$ cat src/rtl/mdrv_pkg.sv
package mdrv_pkg;
  typedef enum logic [1:0] {
    PH_SLEEP  = 2'd0,
    PH_SETTLE = 2'd1,
    PH_RUN    = 2'd2
  } phase_e;
endpackage

$ cat src/rtl/mdrv_rst_sync.sv
// Asynchronous assert, synchronous release of the active-low reset.
module mdrv_rst_sync #(
  parameter int STAGES = 2
) (
  input  logic clk,
  input  logic arst_n,
  output logic srst_n
);
  logic [STAGES-1:0] chain_q;

  always_ff @(posedge clk or negedge arst_n) begin
    if (!arst_n) chain_q <= '0;
    else         chain_q <= {chain_q[STAGES-2:0], 1'b1};
  end

  assign srst_n = chain_q[STAGES-1];
endmodule

$ cat src/rtl/mdrv_settle_seq.sv
// Sleep / settle / run sequencer with the charge-pump settling counter.
module mdrv_settle_seq
  import mdrv_pkg::*;
#(
  parameter int SETTLE_CYCLES = 20000
) (
  input  logic   clk,
  input  logic   rst_n,
  input  logic   sleep_n,
  output phase_e phase,
  output logic   pump_en
);
  localparam int CW = (SETTLE_CYCLES > 1) ? $clog2(SETTLE_CYCLES) : 1;
  localparam logic [CW-1:0] LAST = CW'(SETTLE_CYCLES - 1);

  phase_e        ph_q, ph_d;
  logic [CW-1:0] cnt_q, cnt_d;
  logic          cnt_en;

  always_comb begin
    ph_d   = ph_q;
    cnt_d  = cnt_q;
    cnt_en = 1'b0;
    if (!sleep_n) begin
      ph_d   = PH_SLEEP;
      cnt_d  = '0;
      cnt_en = 1'b1;
    end else begin
      unique case (ph_q)
        PH_SLEEP: begin
          ph_d   = PH_SETTLE;
          cnt_d  = '0;
          cnt_en = 1'b1;
        end
        PH_SETTLE: begin
          cnt_en = 1'b1;
          if (cnt_q == LAST) begin
            ph_d  = PH_RUN;
            cnt_d = '0;
          end else begin
            cnt_d = cnt_q + 1'b1;
          end
        end
        default: ph_d = PH_RUN;
      endcase
    end
  end

  always_ff @(posedge clk or negedge rst_n) begin
    if (!rst_n) begin
      ph_q  <= PH_SETTLE;
      cnt_q <= '0;
    end else begin
      ph_q <= ph_d;
      if (cnt_en) cnt_q <= cnt_d;
    end
  end

  assign phase   = ph_q;
  assign pump_en = (ph_q != PH_SLEEP);

  // a sleep request turns the charge pump off at the next edge
  p_pump_off_r3: assert property (@(posedge clk) disable iff (!rst_n)
    !sleep_n |=> !pump_en);
  // run is entered only from the last count of a settling window
  p_settle_done_r2: assert property (@(posedge clk) disable iff (!rst_n)
    (phase == PH_RUN && $past(phase) != PH_RUN) |->
      ($past(phase) == PH_SETTLE && $past(cnt_q) == LAST));
  // waking always restarts the window from zero
  p_wake_restart_r5: assert property (@(posedge clk) disable iff (!rst_n)
    (phase == PH_SLEEP && sleep_n) |=> (phase == PH_SETTLE && cnt_q == '0));
endmodule

$ cat src/rtl/mdrv_oc_latch.sv
// Combines the per-bridge overcurrent flags and latches a short-circuit fault.
module mdrv_oc_latch #(
  parameter int NUM_BRIDGES = 2
) (
  input  logic                   clk,
  input  logic                   rst_n,
  input  logic                   sleep_n,
  input  logic [NUM_BRIDGES-1:0] oc_flag,
  output logic                   any_oc,
  output logic                   latched
);
  logic [NUM_BRIDGES:0] or_chain;
  logic                 lat_q, lat_d;

  assign or_chain[0] = 1'b0;
  for (genvar b = 0; b < NUM_BRIDGES; b++) begin : g_or
    assign or_chain[b+1] = or_chain[b] | oc_flag[b];
  end
  assign any_oc = or_chain[NUM_BRIDGES];

  always_comb begin
    lat_d = lat_q;
    if (!sleep_n)    lat_d = 1'b0;
    else if (any_oc) lat_d = 1'b1;
  end

  always_ff @(posedge clk or negedge rst_n) begin
    if (!rst_n) lat_q <= 1'b0;
    else        lat_q <= lat_d;
  end

  assign latched = lat_q;

  // an overcurrent while awake is latched at the next edge
  p_oc_set_r6: assert property (@(posedge clk) disable iff (!rst_n)
    (sleep_n && (oc_flag != '0)) |=> latched);
  // the latch only drops through a sleep request
  p_oc_hold_r7: assert property (@(posedge clk) disable iff (!rst_n)
    (latched && sleep_n) |=> latched);
  // a sleep request clears it
  p_oc_clear_r7: assert property (@(posedge clk) disable iff (!rst_n)
    !sleep_n |=> !latched);
endmodule

$ cat src/rtl/mdrv_supervisor.sv
module mdrv_supervisor
  import mdrv_pkg::*;
#(
  parameter int NUM_BRIDGES   = 2,
  parameter int SETTLE_CYCLES = 20000
) (
  input  logic                   clk,
  input  logic                   rst_n,
  input  logic                   sleep_req_n,
  input  logic                   vbb_uv,
  input  logic                   vcp_uv,
  input  logic                   over_temp,
  input  logic [NUM_BRIDGES-1:0] oc_flag,
  output logic                   out_en,
  output logic                   pump_en,
  output logic                   stat_oc_latched,
  output logic                   stat_thermal,
  output logic                   stat_uv
);
  logic   srst_n;
  phase_e phase;
  logic   any_oc;
  logic   oc_lat;
  logic   uv_any;

  mdrv_rst_sync #(.STAGES(2)) i_rst_sync (
    .clk    (clk),
    .arst_n (rst_n),
    .srst_n (srst_n)
  );

  mdrv_settle_seq #(.SETTLE_CYCLES(SETTLE_CYCLES)) i_seq (
    .clk     (clk),
    .rst_n   (srst_n),
    .sleep_n (sleep_req_n),
    .phase   (phase),
    .pump_en (pump_en)
  );

  mdrv_oc_latch #(.NUM_BRIDGES(NUM_BRIDGES)) i_oc (
    .clk     (clk),
    .rst_n   (srst_n),
    .sleep_n (sleep_req_n),
    .oc_flag (oc_flag),
    .any_oc  (any_oc),
    .latched (oc_lat)
  );

  assign uv_any = vbb_uv | vcp_uv;

  assign out_en = sleep_req_n && (phase == PH_RUN) && !oc_lat && !any_oc
                  && !uv_any && !over_temp;

  assign stat_oc_latched = oc_lat;
  assign stat_thermal    = over_temp;
  assign stat_uv         = uv_any;

  // no enabled outputs while any gating fault is present
  p_gate_faults_r10: assert property (@(posedge clk) disable iff (!srst_n)
    out_en |-> (!stat_oc_latched && !stat_thermal && !stat_uv && pump_en));
  // sleep request and enabled outputs never coexist
  p_sleep_off_r3: assert property (@(posedge clk) disable iff (!srst_n)
    !sleep_req_n |-> !out_en);
  // reset leaves the overcurrent latch clear
  p_reset_clear_r1: assert property (@(posedge clk) disable iff (!srst_n)
    $rose(srst_n) |-> !stat_oc_latched);
endmodule

$ cat config.mk
export PLATFORM = sky130hd
export DESIGN_NAME = mdrv_supervisor
export DESIGN_NICKNAME = d
export VERILOG_FILES = /design/src/rtl/mdrv_pkg.sv /design/src/rtl/mdrv_rst_sync.sv /design/src/rtl/mdrv_settle_seq.sv /design/src/rtl/mdrv_oc_latch.sv /design/src/rtl/mdrv_supervisor.sv
export SDC_FILE = /design/constraint.sdc
export NUM_CORES = 1
export LEC_CHECK = 0
export BUFFER_PORTS_ARGS = -buffer_cell sky130_fd_sc_hd__buf_2
export CELL_PAD_IN_SITES_DETAIL_PLACEMENT = 0
export CELL_PAD_IN_SITES_GLOBAL_PLACEMENT = 1
export CORE_MARGIN = 2
export CORE_UTILIZATION = 46
export DETAILED_ROUTE_END_ITERATION = 7
export PLACE_DENSITY_LB_ADDON = 0.05
export REMOVE_ABC_BUFFERS = 1
export SYNTH_ARGS = -nofsm -noshare
export SYNTH_HDL_FRONTEND = slang
export SYNTH_SLANG_ARGS = --single-unit
export TNS_END_PERCENT = 10
$ cat constraint.sdc
create_clock -name clk -period 2.04 [get_ports clk]
set_input_delay 0.204 -clock clk [delete_from_list [all_inputs] [get_ports clk]]
set_output_delay 0.204 -clock clk [all_outputs]
set_load 0.01 [all_outputs]
==> metrics.txt, run 1 <==
Setup Skew approximately 0.007 ns; max_cap viols 0; Placer Congestion about 0.84; final WL 2.51 mm; I/O Buffers 12; CP top delay family simple AND/OR/NAND/NOR gates; Final ANT Viol Nets 0; Tcrit/Tclk final 0.975; most frequent cells in the layout dfrtp_1 (19), nand2_1 (12), buf_2 (12); Die X 51.5 um; CTS Buffer Depth 2; Yosys reg bits 20; DRT Pass-1 Iters 4; vias in the first global route 933; CTS clk-pin slew, worst paths ~0.12 ns; Finished Core Util 0.582; Post-synth EDFFs 0; pre-CTS WS -0.0349 ns; worst min path class input port to flip-flop; CTS tree built; worst rel slew slack 0.499; Final min period 1.99 ns; Main synth FF type dfrtp_1; via count 933; FF/Latch Area approximately 500 um2; Synth cell types 33; startpoint types flip-flop; largest net degree at the start of global routing 19; peak supply drop just over 600 uV; commonest non-fill, non-tap cell in the layout dfrtp_1; max-slew violations 0; cell area after layout 0.00126 mm2; full die area about 0.0026 mm2; setup bufs post-CTS 0; total clock sinks 20; reg2reg setup slack around 0.052 ns; Post-route DRC 0; final worst slack a little over 0.05 ns; die height roughly 50 um; worst path cell trace ha_1 -> or4bb_1 -> or4_4 -> a31oi_2 -> nor2_1; Setup violations, final 0; slowest stage delay, CP approximately 0.49 ns; layout filler cell count around 200; Worst EP arrival roughly 2.2 ns; PostCTS Resize Cnt 0; RSZ-0062 raised after global routing true; wire length per cell 15.6 um; post-synthesis cell area around 0.0010 mm2; Pleak between 0.5 and 0.6 nW; Cell Area, Placed 0.00119 mm2; Critical path buffers and inverters 0; fraction of registers with async set/reset 1.00; layout cells sized above 1 0.263; Max Fclk between 500 and 600 MHz; I/O Pins 13; GRT Total Usage 0.228; area occupied by multi-input gates ~520 um2; sequential fraction of the synthesis area 0.484; total congestion overflow 0; 1st-iter DRT viols 31; core box area approximately 0.0022 mm2; WHS between 0.1 and 0.15 ns; Initial Utilization 0.478; Rows 17; Setup TNS 0 ns; Critical Path Slowest Stage Cell or4bb_1; Cells after Synth between 100 and 150; clk_lat worst skew 0.31 ns; CP endpoint kind flip-flop; number of CTS-inserted buffers 3; CTS HTree Levels 1; antenna violations before repair 0; number of synthesis warnings 0; final net count about 140; first-pass GRT wire length ~4.4 mm; WP data required 2.24 ns; dpl hpwl ~1.8 mm; Root Driver clkbuf_4; status finished clean; vias per cell ~5.8; average instance area after synthesis between 9 and 10 um2; Fin. Hold Viols 0; Area Overhead vs Synth 21.9%; critical path type flip-flop to flip-flop; critical path peak fanout 5; PD cells approximately 650 mW/mm2; Worst-Margin Slew between 0.7 and 0.8 ns; # diodes 0
==> power breakdown <==
part / switching, mW / internal (mW) / total [mW]
sequential: 0.0182 / 0.408 / 0.426
combinational: 0.0331 / 0.0279 / 0.0610
clock: 0.131 / 0.199 / 0.330
total: 0.183 / 0.635 / 0.818
==> per-stage QoR <==
stage / std cells / power, mW
final: 161 / 0.818
after global routing: 161 / 0.853
after CTS: 161 / 0.820
after detailed placement: 155 / 0.488
after global placement: 155 / 0.488
after floorplan: 105 / 0.458
==> worst paths after layout <==
| path | start | end | cells after the start |
|---|---|---|---|
| min in group asynchronous | rst_n | i_rst_sync.chain_q[1]$_DFF_PN0_ | 2 |
| max reg2reg | i_seq.cnt_q[1]$_DFFE_PN0P_ | i_seq.cnt_q[10]$_DFFE_PN0P_ | 5 |
| max | i_seq.cnt_q[1]$_DFFE_PN0P_ | i_seq.cnt_q[10]$_DFFE_PN0P_ | 5 |
| max in group asynchronous | i_rst_sync.chain_q[1]$_DFF_PN0_ | i_seq.cnt_q[10]$_DFFE_PN0P_ | 0 |
| min | oc_flag[0] | i_oc.latched$_DFFE_PN0P_ | 3 |
| min reg2reg | i_rst_sync.chain_q[1]$_DFF_PN0_ | i_seq.cnt_q[0]$_DFFE_PN0P_ | 0 |
==> worst reg2reg max path: cells and delay by family, from the launching register on <==
kind	cells	cell delay, ns
adders and majority gates	1	0.17
AOI/OAI and AO/OA	1	0.26
and+or+nand+nor	3	1.06
DFF	1	0.39
==> cell usage after synthesis (all sizes together), types with 3 or more instances <==
master | number | area share
nor3 | 3 | 0.014
dfrtp | 19 | 0.46
a21oi | 6 | 0.029
nor2 | 10 | 0.036
nand2 | 12 | 0.043
or2 | 5 | 0.030
inv | 3 | 0.011
or4 | 5 | 0.040
nor4 | 4 | 0.024
o21ai | 5 | 0.024
nand4b | 3 | 0.025
xnor2 | 5 | 0.042
nand3 | 6 | 0.029
==> cells by family (layout without fill, tap and decap cells) <==
family / Yosys count / count (layout) / share of synthesized area
and+or+nand+nor: 57 / 57 / 0.308
DFF: 20 / 20 / 0.484
AOI/OAI and AO/OA: 18 / 19 / 0.121
buffers and inverters: 6 / 30 / 0.0290
xor gates and xnor gates: 5 / 5 / 0.0423
adders and majority gates: 1 / 1 / 0.0121
other: 1 / 1 / 0.00362
==> state kept, by name (all words and copies together) (netlist names) <==
register	cells
i_rst_sync.chain_q	2
i_seq.phase	2
i_oc.latched	1
i_seq.cnt_q	15
==> area by class of cell <==
type | count | area share
clock buffer | 3 | 0.0178
clock inverter | 1 | 0.0238
inverter | 3 | 0.00892
multi-input combinational | 83 | 0.409
sequential | 20 | 0.397
tap | 28 | 0.0278
timing repair buffer | 23 | 0.115
==> per-layer routing <==
metal  track usage  wire length, um
met1         0.277             1050
met4        0.0526               26
met5             0                0
met2         0.397             1300
met3        0.0643              131
==> timing repair <==
item                                   CTS  global route
pin swaps                                1             0
setup endpoints to repair                9             4
cloned                                   1             0
endpoints found under the hold margin    2             0
hold buffers                             1             0
Note: power is estimated with default switching activity, not from simulation.
==> inputs of run 2 (changes only) <==
- CORE_UTILIZATION: 46 -> 43
- SLEW_MARGIN: not set -> 20
- clock period: 2.04 -> 1.98 ns (I/O delays scaled with it)
==> run 2 against run 1 <==
- the flow now finishes with violations (setup timing)
- final area is 2.1% higher
- power up 3.1%
- critical path type unchanged
- clock power up 1%
- flip-flop and latch count is the same
- sequential share of layout area shrank 0.81 points
- non-clock buffer count increased by 2
- register-to-register slack worse by 0.07 ns
- core utilization decreased by 1.0 points
- routed wire length down 6.7%
- cell count up 1.2%
- combinational power grew 14%
- critical path depth shrank 1
==> metrics.txt, run 2 (synthesis gave the netlist of run 1 again) <==
status complete, but fails checks (was finished clean); failing checks setup timing; cell-internal power 660 uW (was 635 uW); 1st-iter DRT viols 20 (was 31); Initial Utilization 0.459 (was 0.478); number of CTS-inserted buffers 3 (unchanged); via count 902 (was 933); layout filler cell count 238 (was 201); full die area 0.00282 mm2 (was 0.00265 mm2); PD cells 654 mW/mm2 (was 648 mW/mm2); first-pass GRT wire length 3.84 mm (was 4.44 mm); most frequent cells in the layout dfrtp_1 (19), buf_2 (12), buf_4 (12) (was dfrtp_1 (19), nand2_1 (12), buf_2 (12)); Worst EP arrival 2.19 ns (about the same); slowest stage delay, CP 0.60 ns (was 0.49 ns); # diodes 0 (unchanged); final net count 145 (was 143); GRT Total Usage 0.194 (was 0.228); critical path peak fanout 5 (unchanged); pre-CTS WS -0.0922 ns (was -0.0349 ns); max_cap viols 0 (unchanged); switching power total 183 uW (about the same); Rows 17 (unchanged); WP data required 2.17 ns (was 2.24 ns); Critical Path Slowest Stage Cell or4_4 (was or4bb_1); antenna violations before repair 0 (unchanged); CTS tree built (unchanged); WHS 0.121 ns (was 0.110 ns); Post-route DRC 0 (unchanged); critical path type flip-flop to flip-flop (unchanged); dpl hpwl 1.78 mm (was 1.82 mm); Worst-Margin Slew 0.729 ns (was 0.745 ns); startpoint types flip-flop (unchanged); RSZ-0062 raised after global routing true (unchanged); Root Driver clkbuf_4 (unchanged); clk_lat worst skew 0.30 ns (was 0.31 ns); core box area 0.00225 mm2 (was 0.00217 mm2); Setup Skew 0.000482 ns (was 0.00710 ns); Clk network pwr share 0.396 (was 0.404); I/O Pins 13 (unchanged); CP top delay family simple AND/OR/NAND/NOR gates (unchanged); total clock sinks 20 (unchanged); worst min path class input port to flip-flop (unchanged); Area Overhead vs Synth 24.4% (was 21.9%); Max Fclk 500 MHz (was 503 MHz); Net Sw Frac 0.217 (was 0.223); CTS Buffer Depth 2 (unchanged); Critical path buffers and inverters 0 (unchanged); Top reg by flops i_seq.cnt_q (unchanged); peak supply drop 457 uV (was 619 uV); Tot Pwr 843 uW (was 818 uW); largest net degree at the start of global routing 19 (unchanged); CP endpoint kind flip-flop (unchanged); layout cells sized above 1 0.281 (was 0.263); Crit path depth 4 (was 5); final WL 2.34 mm (was 2.51 mm); Final min period 2.00 ns (was 1.99 ns); Final ANT Viol Nets 0 (unchanged); worst path cell trace or4b_1 -> or4_4 -> a31oi_4 -> a21oi_1 (was ha_1 -> or4bb_1 -> or4_4 -> a31oi_2 -> nor2_1); vias per cell 5.53 (was 5.80); Finished Core Util 0.572 (was 0.582); wire length per cell 14.4 um (was 15.6 um); Comb power frac 0.083 (was 0.075); placed insts 157 (was 155); Pleak 0.538 nW (was 0.525 nW); area occupied by multi-input gates 528 um2 (was 517 um2); die height 53.1 um (was 51.5 um); final worst slack -0.0207 ns (was 0.0515 ns); Setup violations, final 4 (was 0); total congestion overflow 0 (unchanged); Die X 53.1 um (was 51.5 um); I/O Buffers 12 (unchanged); max FFs per register 15 (unchanged); hold path depth 3 (unchanged); Placer Congestion 0.780 (was 0.840); CTS clk-pin slew, worst paths 0.11 ns (was 0.12 ns); R2R depth 4 (was 5); commonest non-fill, non-tap cell in the layout dfrtp_1 (unchanged); Fin. Hold Viols 0 (unchanged); DRT Pass-1 Iters 4 (unchanged); max-slew violations 0 (unchanged); vias in the first global route 801 (was 933); FF/Latch Area 502 um2 (unchanged); Cell Count, Final, Fillers Out 163 (was 161); worst rel slew slack 0.514 (was 0.499); CTS HTree Levels 1 (unchanged); sequential share of power 0.521 (was 0.522); Tcrit/Tclk final 1.01 (was 0.975)
-- run 2: changes by cell type in the layout (fill, tap and decap cells not counted) --
| cell | before | now |
|---|---|---|
| a31oi_2 | 1 | 0 |
| a31oi_4 | 1 | 2 |
| nand2_1 | 12 | 11 |
| buf_4 | 10 | 12 |
| nand2_2 | 0 | 1 |
-- run 2: final timing paths --
path | slack [ns] | endpoint | start
max in group asynchronous | 1.22 | i_seq.cnt_q[12]$_DFFE_PN0P_ | i_rst_sync.chain_q[1]$_DFF_PN0_
min in group asynchronous | 0.18 | i_rst_sync.chain_q[0]$_DFF_PN0_ | rst_n
setup / recovery | -0.02 | i_seq.cnt_q[13]$_DFFE_PN0P_ | i_seq.cnt_q[5]$_DFFE_PN0P_
hold reg to reg | 0.31 | i_seq.cnt_q[1]$_DFFE_PN0P_ | i_rst_sync.chain_q[1]$_DFF_PN0_
setup reg to reg | -0.02 | i_seq.cnt_q[13]$_DFFE_PN0P_ | i_seq.cnt_q[5]$_DFFE_PN0P_
hold / removal | 0.12 | i_oc.latched$_DFFE_PN0P_ | oc_flag[0]
-- run 2: power by group through the flow --
stage / registers (mW) / logic [mW] / clock network (mW)
3_3_place_gp: 0.445 / 0.0619 / 0
5_1_grt: 0.443 / 0.0775 / 0.361
6_report: 0.439 / 0.0696 / 0.334
2_1_floorplan: 0.442 / 0.0292 / 0
4_1_cts: 0.437 / 0.0647 / 0.341
3_5_place_dp: 0.445 / 0.0625 / 0
-- run 2: worst min-delay path, cell delays in order --
cell and delay, ns:
buf_2 0.07, nor3_1 0.05, nor2_1 0.07
-- run 2: cell type report --
cell class,count,area share
Clock buffer,3,0.0175
Timing Repair Buffer,25,0.124
Sequential cell,20,0.389
Clock inverter,1,0.0233
Tap cell,28,0.0272
Multi-Input combinational cell,83,0.410
Inverter,3,0.00874
-- run 2: repair_timing --
action | 4_1_cts | 5_1_grt
cloned | 0 | 1
pin swaps | 5 | 2
hold buffers | 1 | 0
setup endpoints to repair | 10 | 10
hold endpoints to repair | 2 | 0
setup buffers | 0 | 0
resized for setup | 0 | 2
-- run 2: per-layer routing --
metal	track usage	wire (um)	vias to the layer above
li1	-	-	452
met1	0.248	1130	431
met2	0.323	1120	17
met3	0.0593	71	2
met4	0.0385	17	0
met5	0	0	-
-- run 2: stage by stage --
step | area, um2 | TNS, ns
final | 1290 | -0.0532
after global routing | 1290 | -0.403
after CTS | 1260 | -0.177
after detailed placement | 1200 | -0.745
after global placement | 1200 | -0.328
after floorplan | 1020 | 0
==> inputs of run 3 (changes only) <==
- ABC_AREA: not set -> 1
- CORE_UTILIZATION: 43 -> 41
==> run 3 against run 2 <==
- the flow now finishes without violations
- die area increased by 16%
- critical endpoint is now out_en
- final area is 2.1% higher
- hold slack gained 0.038 ns
- power increased by 15%
- synthesized cell count is 47% higher
==> metrics.txt, run 3 <==
vias in the first global route 971 (was 801); commonest non-fill, non-tap cell in the layout nand2_1 (was dfrtp_1); total clock sinks 20 (unchanged); GRT Total Usage 0.170 (was 0.194); total congestion overflow 0 (unchanged); most area-hungry cell type in the Yosys netlist dfrtp_1 (unchanged); status finished clean (was complete, but fails checks); Main synth FF type dfrtp_1 (unchanged); final net count 185 (was 145); final worst slack 0.462 ns (was -0.0207 ns); Initial Utilization 0.425 (was 0.459); Setup crit start i_seq.phase[1]$_DFFE_PN0P_ (was i_seq.cnt_q[5]$_DFFE_PN0P_); Yosys reg bits 20 (unchanged); full die area 0.00328 mm2 (was 0.00282 mm2); most used cell, CP nor3_1; worst rel slew slack 0.502 (was 0.514); Cells after Synth 159 (was 108); fraction of registers with async set/reset 1.00 (unchanged); # diodes 0 (unchanged); worst min path class input port to flip-flop (unchanged); CTS clk-pin slew, worst paths 0.11 ns (about the same); layout filler cell count 278 (was 238); Critical Path Slowest Stage Cell dfrtp_1 (was or4_4); Post-Synth Simple-Gate Area 0.381 (was 0.308); Hold Startpoint oc_flag[0] (unchanged); largest family of logic cells by synthesized area simple AND/OR/NAND/NOR gates (unchanged); pre-CTS WS 0.545 ns (was -0.0922 ns); CTS HTree Levels 1 (unchanged); Tot Pwr 971 uW (was 843 uW); CP endpoint kind output pin (was flip-flop); Max Fclk 659 MHz (was 500 MHz); setup bufs post-CTS 0 (unchanged); most frequent cell after synthesis nand2_1 (was dfrtp_1); Final min period 1.52 ns (was 2.00 ns); PostCTS Resize Cnt 0 (unchanged); dpl hpwl 1.90 mm (was 1.78 mm); final WL 2.39 mm (was 2.34 mm); reg-to-reg critical path startpoint i_seq.cnt_q[0]$_DFFE_PN0P_ (was i_seq.cnt_q[5]$_DFFE_PN0P_); vias per cell 4.74 (was 5.53); peak supply drop 692 uV (was 457 uV); antenna violations before repair 0 (unchanged); critical path peak fanout 3 (was 5); max-slew violations 0 (unchanged); Setup Skew 0.00148 ns (was 0.000482 ns); Final ANT Viol Nets 0 (unchanged); Setup TNS 0 ns (was -0.0532 ns); post-synthesis cell area 0.00116 mm2 (was 0.00104 mm2); Tcrit/Tclk final 0.766 (was 1.01); worst path cell trace inv_1 -> nor3_1 -> nand3_1 -> nor3_1 -> buf_2 (was or4b_1 -> or4_4 -> a31oi_4 -> a21oi_1); via count 977 (was 902); Fin. Hold Viols 0 (unchanged); multiplexer share of the synthesized area 0 (unchanged); RSZ-0062 raised after global routing false (was true); WHS 0.160 ns (was 0.121 ns); I/O Pins 13 (unchanged); Worst-Margin Slew 0.747 ns (was 0.729 ns); wire length per cell 11.6 um (was 14.4 um); CTS tree built (unchanged); Area Overhead vs Synth 13.2% (was 24.4%); max FFs per register 15 (unchanged); Rows 19 (was 17); Worst EP arrival 1.32 ns (was 2.19 ns); Synth top cells by count nand2_1 (45), inv_1 (24), nor2_1 (20) (was dfrtp_1 (19), nand2_1 (12), nor2_1 (10)); first-pass GRT wire length 4.31 mm (was 3.84 mm); most frequent cells in the layout nand2_1 (45), inv_1 (24), nor2_1 (20) (was dfrtp_1 (19), buf_2 (12), buf_4 (12)); Setup violations, final 0 (was 4); core box area 0.00273 mm2 (was 0.00225 mm2); die height 57.2 um (was 53.1 um); CTS Buffer Depth 2 (unchanged); WP data required 1.78 ns (was 2.17 ns); Post-synth EDFFs 0 (unchanged); DRT Pass-1 Iters 4 (unchanged); startpoint types flip-flop (unchanged); Root Driver clkbuf_4 (unchanged); I/O Buffers 12 (unchanged); Placer Congestion 0.786 (was 0.780); average instance area after synthesis 7.31 um2 (was 9.59 um2); share of the synthesized area in the top cell type 0.409 (was 0.459); layout cells sized above 1 0.154 (was 0.281); Synth area leaders dfrtp_1 (41%), nand2_1 (15%), inv_1 (7.8%) (was dfrtp_1 (46%), nand2_1 (4.3%), xnor2_1 (4.2%)); number of synthesis warnings 0 (unchanged); XOR/XNOR Fraction of Synth Area 0.0301 (was 0.0423); Synth cell types 23 (was 33); PD cells 738 mW/mm2 (was 654 mW/mm2); 1st-iter DRT viols 25 (was 20); clk_lat worst skew 0.30 ns (about the same); Die X 57.2 um (was 53.1 um); max_cap viols 0 (unchanged); Pleak 0.632 nW (was 0.538 nW); critical path type flip-flop to output pin (was flip-flop to flip-flop); slowest stage delay, CP 0.39 ns (was 0.60 ns); largest net degree at the start of global routing 19 (unchanged); Post-route DRC 0 (unchanged); Post-Synth Adder-Cell Area 0.0108 (was 0.0121); sequential fraction of the synthesis area 0.432 (was 0.484); number of CTS-inserted buffers 3 (unchanged); Compound-Gate Fraction of Synth Area 0.0592 (was 0.121); Top reg by flops i_seq.cnt_q (unchanged)
run 3: changes by cell type in the layout (fill, tap and decap cells not counted), sizes merged, moves of 3 or more:
cell / delta
or4: -5
nor4: -4
nand3: +5
nor2: +14
nand2: +36
xor2: +3
inv: +21
xnor2: -4
nand4: +5
nand4b: -3
buf: -12
run 3: final cells by class:
class	instances	area, um2	area share
repair buffers	13	70.1	0.0532
clock inverters	1	30.0	0.0228
inverters	24	90.1	0.0684
clock buffers	3	22.5	0.0171
flip-flops and latches	20	502	0.381
multi-input cells	114	563	0.428
well taps	31	38.8	0.0295
run 3: kinds of logic after synthesis:
group,Yosys count
compound gates,11
xor+xnor,4
fa+ha+maj,1
buf+inv,25
flops,20
other cells,1
simple gates,97
run 3: power breakdown:
group	internal, mW	total [mW]	switching, mW
Sequential	0.439	0.464	0.0247
Combinational	0.0620	0.174	0.112
Clock	0.205	0.334	0.129
run 3: worst max-delay path: cells and delay by family (launching register included):
kind	cells	cell delay (ns)
buffers and inverters	2	0.22
flip-flops	1	0.39
AND/OR/NAND/NOR	3	0.42
run 3: per-layer routing:
layer  track usage  vias to the layer above  part of all wire
met5             0                        -                 0
met1         0.231                      423              0.50
met2         0.271                       22              0.46
met4        0.0498                        0            0.0063
li1              -                      530                 -
met3        0.0408                        2             0.037
run 3: path summary, 6_finish.rpt:
path                                                   end  slack (ns)  cells after the start
max                                                 out_en        0.46                      5
min                               i_oc.latched$_DFFE_PN0P_        0.16                      3
max reg2reg                    i_seq.cnt_q[11]$_DFFE_PN0P_        0.52                      8
min reg2reg                     i_seq.cnt_q[1]$_DFFE_PN0P_        0.32                      0
max in group asynchronous      i_seq.cnt_q[12]$_DFFE_PN0P_        1.20                      0
min in group asynchronous  i_rst_sync.chain_q[0]$_DFF_PN0_        0.19                      2
run 3: stage by stage:
step           instances  instance area (um2)   util
6_report             206                 1320  0.481
2_1_floorplan        158                 1150      -
5_1_grt              206                 1320  0.481
4_1_cts              206                 1320  0.481
3_3_place_gp         201                 1250  0.459
3_5_place_dp         201                 1250  0.459
run 3: what timing repair did:
| action | 4_1_cts | 5_1_grt |
|---|---|---|
| hold buffers | 1 | 0 |
| hold endpoints to repair | 2 | 0 |
| setup endpoints to repair | 0 | 0 |
